**src/rtl/spi_irq_pkg.sv**
```systemverilog
package spi_irq_pkg;
  localparam int SRC_W = 9;

  localparam int B_TXE  = 2;
  localparam int B_TXU  = 3;
  localparam int B_RXF  = 4;
  localparam int B_RXO  = 5;
  localparam int B_TXH  = 6;
  localparam int B_RXNE = 8;

  localparam logic [SRC_W-1:0] SRC_MASK = SRC_W'((1 << B_TXE) | (1 << B_TXU) | (1 << B_RXF) |
                                                 (1 << B_RXO) | (1 << B_TXH) | (1 << B_RXNE));

  localparam int OFF_GIE  = 'h1C;
  localparam int OFF_STAT = 'h20;
  localparam int OFF_EN   = 'h28;
endpackage

```
**src/rtl/spi_irq_regs.sv**
```systemverilog
module spi_irq_regs
  import spi_irq_pkg::*;
#(
  parameter int ADDR_W = 8,
  parameter int DATA_W = 32
) (
  input  logic              clk,
  input  logic              rst,
  input  logic              bus_we,
  input  logic              bus_re,
  input  logic [ADDR_W-1:0] bus_addr,
  input  logic              gie_q,
  input  logic [SRC_W-1:0]  st_q,
  input  logic [SRC_W-1:0]  en_q,
  output logic              wr_gie,
  output logic              wr_stat,
  output logic              wr_en,
  output logic [DATA_W-1:0] rdata
);
  localparam int PAD_W = DATA_W - SRC_W;

  logic hit_gie, hit_stat, hit_en;

  assign hit_gie  = (bus_addr == ADDR_W'(OFF_GIE));
  assign hit_stat = (bus_addr == ADDR_W'(OFF_STAT));
  assign hit_en   = (bus_addr == ADDR_W'(OFF_EN));

  assign wr_gie  = bus_we & hit_gie;
  assign wr_stat = bus_we & hit_stat;
  assign wr_en   = bus_we & hit_en;

  always_ff @(posedge clk) begin
    if (rst) begin
      rdata <= '0;
    end else if (bus_re) begin
      if (hit_gie)       rdata <= {gie_q, {(DATA_W-1){1'b0}}};
      else if (hit_stat) rdata <= {{PAD_W{1'b0}}, st_q};
      else if (hit_en)   rdata <= {{PAD_W{1'b0}}, en_q};
      else               rdata <= '0;
    end
  end
endmodule

```
**src/rtl/spi_irq_status.sv**
```systemverilog
module spi_irq_status
  import spi_irq_pkg::*;
(
  input  logic             clk,
  input  logic             rst,
  input  logic             soft_rst,
  input  logic             wr_gie,
  input  logic             wr_stat,
  input  logic             wr_en,
  input  logic             wd_gie,
  input  logic [SRC_W-1:0] wd_src,
  input  logic             ev_tx_empty,
  input  logic             ev_tx_underrun,
  input  logic             ev_rx_overrun,
  input  logic             ev_tx_half_empty,
  input  logic             ev_xfer_done,
  input  logic             rx_not_empty,
  input  logic             rx_full,
  output logic             gie_q,
  output logic [SRC_W-1:0] st_q,
  output logic [SRC_W-1:0] en_q,
  output logic             gie_n,
  output logic [SRC_W-1:0] st_n,
  output logic [SRC_W-1:0] en_n
);
  logic             clr;
  logic [SRC_W-1:0] set_vec;

  assign clr = rst | soft_rst;

  always_comb begin
    set_vec         = '0;
    set_vec[B_TXE]  = ev_tx_empty | ev_xfer_done;
    set_vec[B_TXU]  = ev_tx_underrun;
    set_vec[B_RXF]  = rx_full;
    set_vec[B_RXO]  = ev_rx_overrun;
    set_vec[B_TXH]  = ev_tx_half_empty;
    set_vec[B_RXNE] = ev_xfer_done | rx_not_empty;
  end

  for (genvar i = 0; i < SRC_W; i++) begin : g_bit
    if (SRC_MASK[i]) begin : g_live
      assign st_n[i] = ~clr & ((st_q[i] ^ (wr_stat & wd_src[i])) | set_vec[i]);
      assign en_n[i] = ~clr & (wr_en ? wd_src[i] : en_q[i]);
    end else begin : g_tied
      assign st_n[i] = 1'b0;
      assign en_n[i] = 1'b0;
    end
  end

  assign gie_n = ~clr & (wr_gie ? wd_gie : gie_q);

  always_ff @(posedge clk) begin
    st_q  <= st_n;
    en_q  <= en_n;
    gie_q <= gie_n;
  end
endmodule

```
**src/rtl/spi_irq_line.sv**
```systemverilog
module spi_irq_line
  import spi_irq_pkg::*;
(
  input  logic             clk,
  input  logic             rst,
  input  logic             gie_n,
  input  logic [SRC_W-1:0] st_n,
  input  logic [SRC_W-1:0] en_n,
  output logic             irq
);
  always_ff @(posedge clk) begin
    if (rst) irq <= 1'b0;
    else     irq <= gie_n & (|(st_n & en_n));
  end
endmodule

```
**src/rtl/spi_irq_unit.sv**
```systemverilog
module spi_irq_unit
  import spi_irq_pkg::*;
#(
  parameter int ADDR_W = 8,
  parameter int DATA_W = 32
) (
  input  logic              clk,
  input  logic              rst,
  input  logic              soft_rst,
  input  logic              bus_we,
  input  logic              bus_re,
  input  logic [ADDR_W-1:0] bus_addr,
  input  logic [DATA_W-1:0] bus_wdata,
  output logic [DATA_W-1:0] bus_rdata,
  input  logic              ev_tx_empty,
  input  logic              ev_tx_underrun,
  input  logic              ev_rx_overrun,
  input  logic              ev_tx_half_empty,
  input  logic              ev_xfer_done,
  input  logic              rx_not_empty,
  input  logic              rx_full,
  output logic              irq
);
  logic             wr_gie, wr_stat, wr_en;
  logic             gie_q, gie_n;
  logic [SRC_W-1:0] st_q, st_n, en_q, en_n;

  spi_irq_regs #(.ADDR_W(ADDR_W), .DATA_W(DATA_W)) u_regs (
    .clk     (clk),
    .rst     (rst),
    .bus_we  (bus_we),
    .bus_re  (bus_re),
    .bus_addr(bus_addr),
    .gie_q   (gie_q),
    .st_q    (st_q),
    .en_q    (en_q),
    .wr_gie  (wr_gie),
    .wr_stat (wr_stat),
    .wr_en   (wr_en),
    .rdata   (bus_rdata)
  );

  spi_irq_status u_status (
    .clk             (clk),
    .rst             (rst),
    .soft_rst        (soft_rst),
    .wr_gie          (wr_gie),
    .wr_stat         (wr_stat),
    .wr_en           (wr_en),
    .wd_gie          (bus_wdata[DATA_W-1]),
    .wd_src          (bus_wdata[SRC_W-1:0]),
    .ev_tx_empty     (ev_tx_empty),
    .ev_tx_underrun  (ev_tx_underrun),
    .ev_rx_overrun   (ev_rx_overrun),
    .ev_tx_half_empty(ev_tx_half_empty),
    .ev_xfer_done    (ev_xfer_done),
    .rx_not_empty    (rx_not_empty),
    .rx_full         (rx_full),
    .gie_q           (gie_q),
    .st_q            (st_q),
    .en_q            (en_q),
    .gie_n           (gie_n),
    .st_n            (st_n),
    .en_n            (en_n)
  );

  spi_irq_line u_line (
    .clk  (clk),
    .rst  (rst),
    .gie_n(gie_n),
    .st_n (st_n),
    .en_n (en_n),
    .irq  (irq)
  );
endmodule

```
**config.mk**
```make
export PLATFORM = sky130hd
export DESIGN_NAME = spi_irq_unit
export DESIGN_NICKNAME = d
export VERILOG_FILES = /design/src/rtl/spi_irq_pkg.sv /design/src/rtl/spi_irq_regs.sv /design/src/rtl/spi_irq_status.sv /design/src/rtl/spi_irq_line.sv /design/src/rtl/spi_irq_unit.sv
export SDC_FILE = /design/constraint.sdc
export NUM_CORES = 1
export LEC_CHECK = 0
export ABC_AREA = 1
export BUFFER_PORTS_ARGS = -buffer_cell sky130_fd_sc_hd__buf_2
export CAP_MARGIN = 30
export CORE_ASPECT_RATIO = 2
export CORE_MARGIN = 2
export CORE_UTILIZATION = 30
export DETAILED_ROUTE_END_ITERATION = 16
export GPL_TIMING_DRIVEN = 0
export SLEW_MARGIN = 5
export SYNTH_ARGS = -nofsm -noshare
export SYNTH_HDL_FRONTEND = slang
export SYNTH_SLANG_ARGS = --single-unit
```
**constraint.sdc**
```tcl
create_clock -name clk -period 3.6 [get_ports clk]
set_input_delay 0.72 -clock clk [delete_from_list [all_inputs] [get_ports clk]]
set_output_delay 0.72 -clock clk [all_outputs]
set_load 0.01 [all_outputs]
```
======== Word-level counts from Yosys, hierarchy flattened ========
Cells that the tools add are included.
storage, ports and cells
  flip-flop bits (word level) ............. 46
  input bits .............................. 52
operators by class
  equal/unequal tests ..................... 3
  mux-type cells .......................... 10
  bitwise operators ....................... 40
  reductions and logical operators ........ 1
operators by type and width
  kind                number
  $mux 32             2
  $and 1x1->1         23
  $eq 8x6->1 const B  2
  $and 9x9->9         1
  $mux 9              1
  $or 1x1->1          9
  $reduce_or 9->1     1
  $eq 8x5->1 const B  1
  $mux 1              7
  $xor 1x1->1         6
  $not 1->1           1

======== Depth between registers and ports, before layout ========
  depth in word-level cells ............... 9
  mapped depth ............................ 12
  depth with buffers taken out ............ 11

======== Cells and area by module ========
A second synthesis with hierarchy kept.
second synthesis, totals
  cells, all modules ...................... 237
  area total of the unflattened synthesis .. 1,632.8 µm²
by module, submodules not included
  module          instances  cells an instance  area each (µm²)
  spi_irq_regs    1          120                839.6
  spi_irq_status  1          94                 686.9
  spi_irq_line    1          23                 106.4

======== Least setup slack after synthesis ========
OpenSTA, ideal clock, no wires.
  path kind ............................... input to register
  start ................................... input bus_addr[7]
  end ..................................... register u_line.irq
  library setup time ...................... 124 ps
  data arrival time ....................... 1,640 ps
  path slack .............................. 1,836 ps
  stages .................................. 11
  buffers on the path ..................... 1
  cell sequence ........................... nor2_1 -> nand2_1 -> nor2_2 -> buf_6 -> nand3_1 -> nand2_1 -> nand3_1 -> nand2_1 -> nand2_1 -> nor2_1 -> a21oi_1
between the ends
  cells in the longest elaborated chain, start to end .. 9
  elaborated cells on any way between the ends .. 47
ends and longest elaborated chain
  item                    line                  source
  start: declaration      spi_irq_unit.sv:12    input logic [ADDR_W-1:0] bus_addr,
  $eq 8x6->1              spi_irq_regs.sv:25    assign hit_stat = (bus_addr == ADDR_W'(OFF_STAT));
  $and 1x1->1             spi_irq_regs.sv:29    assign wr_stat = bus_we & hit_stat;
  $and 1x1->1             spi_irq_status.sv:43  assign st_n[i] = ~clr & ((st_q[i] ^ (wr_stat & wd_src[i])) | set_vec[i]);
  $xor 1x1->1             spi_irq_status.sv:43
  $or 1x1->1              spi_irq_status.sv:43
  $and 1x1->1             spi_irq_status.sv:43
  $and 9x9->9             spi_irq_line.sv:13    else irq <= gie_n & (|(st_n & en_n));
  $reduce_or 9->1         spi_irq_line.sv:13
  $and 1x1->1 (*)         spi_irq_line.sv:13
  end signal: assignment  spi_irq_line.sv:13
  end: declaration        spi_irq_line.sv:9     output logic irq
Every way passes the cells marked *; elsewhere a longest branch is shown, timed or not.
A chain may end at the register's enable or synchronous reset.

======== Worst setup path after layout ========
  start ................................... input bus_addr[1]
  end ..................................... register u_line.irq
Same word-level chain as after synthesis.

==> impl_metrics.yaml <==
timing:
  fin_crit_sh_pct: 52.70
  hold_viol: 0
  setup_viol: 0
  worst_slack_ns: 1.703
  max_freq_mhz: 527.1
  fin_skew_ns: 0.004534
  fin_setup_tns_ns: 0
  min_period_ns: 1.897
  drv_slew: 0
  rsz0062_at_grt: "no"
layout:
  nFillCells: 491
  nNetsFinal: 306
  final_cell_mix: "nand2_1 (50), buf_2 (34), inv_1 (29), buf_4 (25), conb_1 (25)"
  area_delta_synth_final_pct: 27.79
  instances_no_fill: 305
  final_common_cell: "nand2_1"
  layout-drive-gt1-share_pct: 30.83
  multiInputGateArea_um2: 623.1
  layout.area.seq_um2: 420.4
  final_core_util_pct: 40.27
  n_antenna_cell: 0
floorplan:
  core_um2: 4129
  start_util_pct: 31.52
  die_width_um: 50.57
  rows: 33
  die_y_um: 97.14
  die_area_um2: 4912
  num_io_pins: 85
global_route:
  grt_pass1_wl_um: 4547
  overflow: 0
  grt_usage_pct: 12.12
  antenna_found_initial: 0
  grt_max_degree: 13
  first_global_vias: 1102
clock_network:
  clk_pin_slew_worst_paths_ns: 0.07
  insertion_delay_ns: 0.27
  clock_sinks: 21
  holdBufCountCts: 0
  cts-root-buf: "clkbuf_8"
  post_cts_buffers: 0
  cts_tree: "built"
  cts_made_buffers: 3
  ctsResizeCount: 0
  htree_levels: 1
  clockBufferDepth: 2
logic_synthesis:
  synth_area_leaders: "dfxtp_1 (32%), buf_4 (14%), nand2_1 (14%)"
  synth_top_area_share_pct: 32.31
  yosysUniqueCellTypes: 24
  seq_area_frac_synth_pct: 32.31
  syn_area_um2: 1301
  yosysTopAreaCell: "dfxtp_1"
  yosysWarnings: 0
  synthCells: 193
  syn_avg_cell_area_um2: 6.742
  synth_seq_cells: 21
critical_path:
  startpoint_type: "input port"
  cp.required_ns: 3.75
  worstPathMaxFanout: 10
  worstSetupPathType: "input port to register"
  end_kind: "register"
  arrival_ns: 2.05
detailed_routing:
  drt_first_pass_iters: 4
  routed-via-count: 1227
  detail_route.wl_per_cell_um: 9.007
  via_per_inst: 4.023
  drc: 0
  ant_nets: 0
  totalWireLength_um: 2747
  drt-initial-drc-count: 20
place:
  port_buffers: 32
  dp.final_hpwl_um: 2323
  dp_cells: 301
  place_ws_ns: 1.375
  gp_congestion: 0.7281
flow_run:
  max-cap-violations: 0
power:
  power_density_nw_per_um2: 284.5
  power.leakage_nw: 0.8835
  peakVddDrop_v: 0.0001611
worst_hold_path:
  hold_path.class: "register to register"
outcome:
  status: "finished clean"
cells in the mapped netlist:
cell and number:
a21oi_1 8, buf_2 2, buf_4 25, buf_6 3, clkbuf_1 1, conb_1 1, dfxtp_1 21, inv_1 29
inv_2 1, nand2_1 50, nand2_2 1, nand3_1 12, nand3_2 1, nand3b_1 2, nand4_1 5, nand4_2 1
nor2_1 13, nor2_2 5, nor2_4 2, nor3_1 1, o211ai_1 1, o21ai_0 1, o21ai_2 1, o22ai_1 6
final cells by class:
cell class              count  area share [%]
repair buffers             32           9.631
flip-flops and latches     21           25.28
clock buffers               3           2.483
inverters                  30           6.772
multi-input cells         135           37.47
clock inverters             1          0.3010
well taps                  52           3.913
plain buffers              31           14.15
through the flow:
step           hold slack (ns)  instance area [µm²]  power [mW]
3_3_place_gp            0.4488                 1617      0.3194
4_1_cts                 0.4658                 1663      0.4802
3_5_place_dp            0.4532                 1617      0.3201
5_1_grt                 0.4786                 1663      0.4989
2_1_floorplan           0.4566                 1391      0.2971
6_report                0.4625                 1663      0.4730
registers in the layout (all words and copies together) (netlist names):
register,cells
u_status.en_q,6
u_regs.rdata,7
u_line.irq,1
u_status.gie_q,1
u_status.st_q,6
power by group:
group          internal (mW)  switching, mW
Sequential             0.236        0.00165
Clock                 0.0773         0.0810
Combinational         0.0361         0.0414
Total                  0.349          0.124
kinds of logic after synthesis:
kind of cell	share of synthesized area [%]
buf+inv	26.73
other cells	0.2882
flops	32.31
simple gates	33.08
compound gates	7.597
critical path, cell delays in order:
cell and delay, ns:
buf_2 0.09, nor2_1 0.09, nand2_1 0.11, nor2_2 0.23, buf_6 0.18, nand3_1 0.08
nand2_1 0.06, nand3_1 0.09, nand2_1 0.07, nand2_1 0.04, nor2_1 0.19, a21oi_1 0.09
layer usage:
layer / GRT usage (%) / vias up / wire length (µm)
li1: - / 669 / -
met2: 22.67 / 44 / 1477
met4: 8.108 / 0 / 82
met1: 11.63 / 508 / 994
met3: 1.385 / 6 / 194
met5: 0 / - / 0
worst paths after layout:
path                                    endpoint        startpoint  cells past startpoint  slack (ns)
worst max register to register        u_line.irq  u_status.st_q[2]                      7        2.50
worst min register to register  u_regs.rdata[31]  u_regs.rdata[31]                      2        0.46
worst min-delay path            u_regs.rdata[31]  u_regs.rdata[31]                      2        0.46
worst max-delay path                  u_line.irq       bus_addr[1]                     12        1.70
No activity file was read; power rests on OpenSTA's default activity.
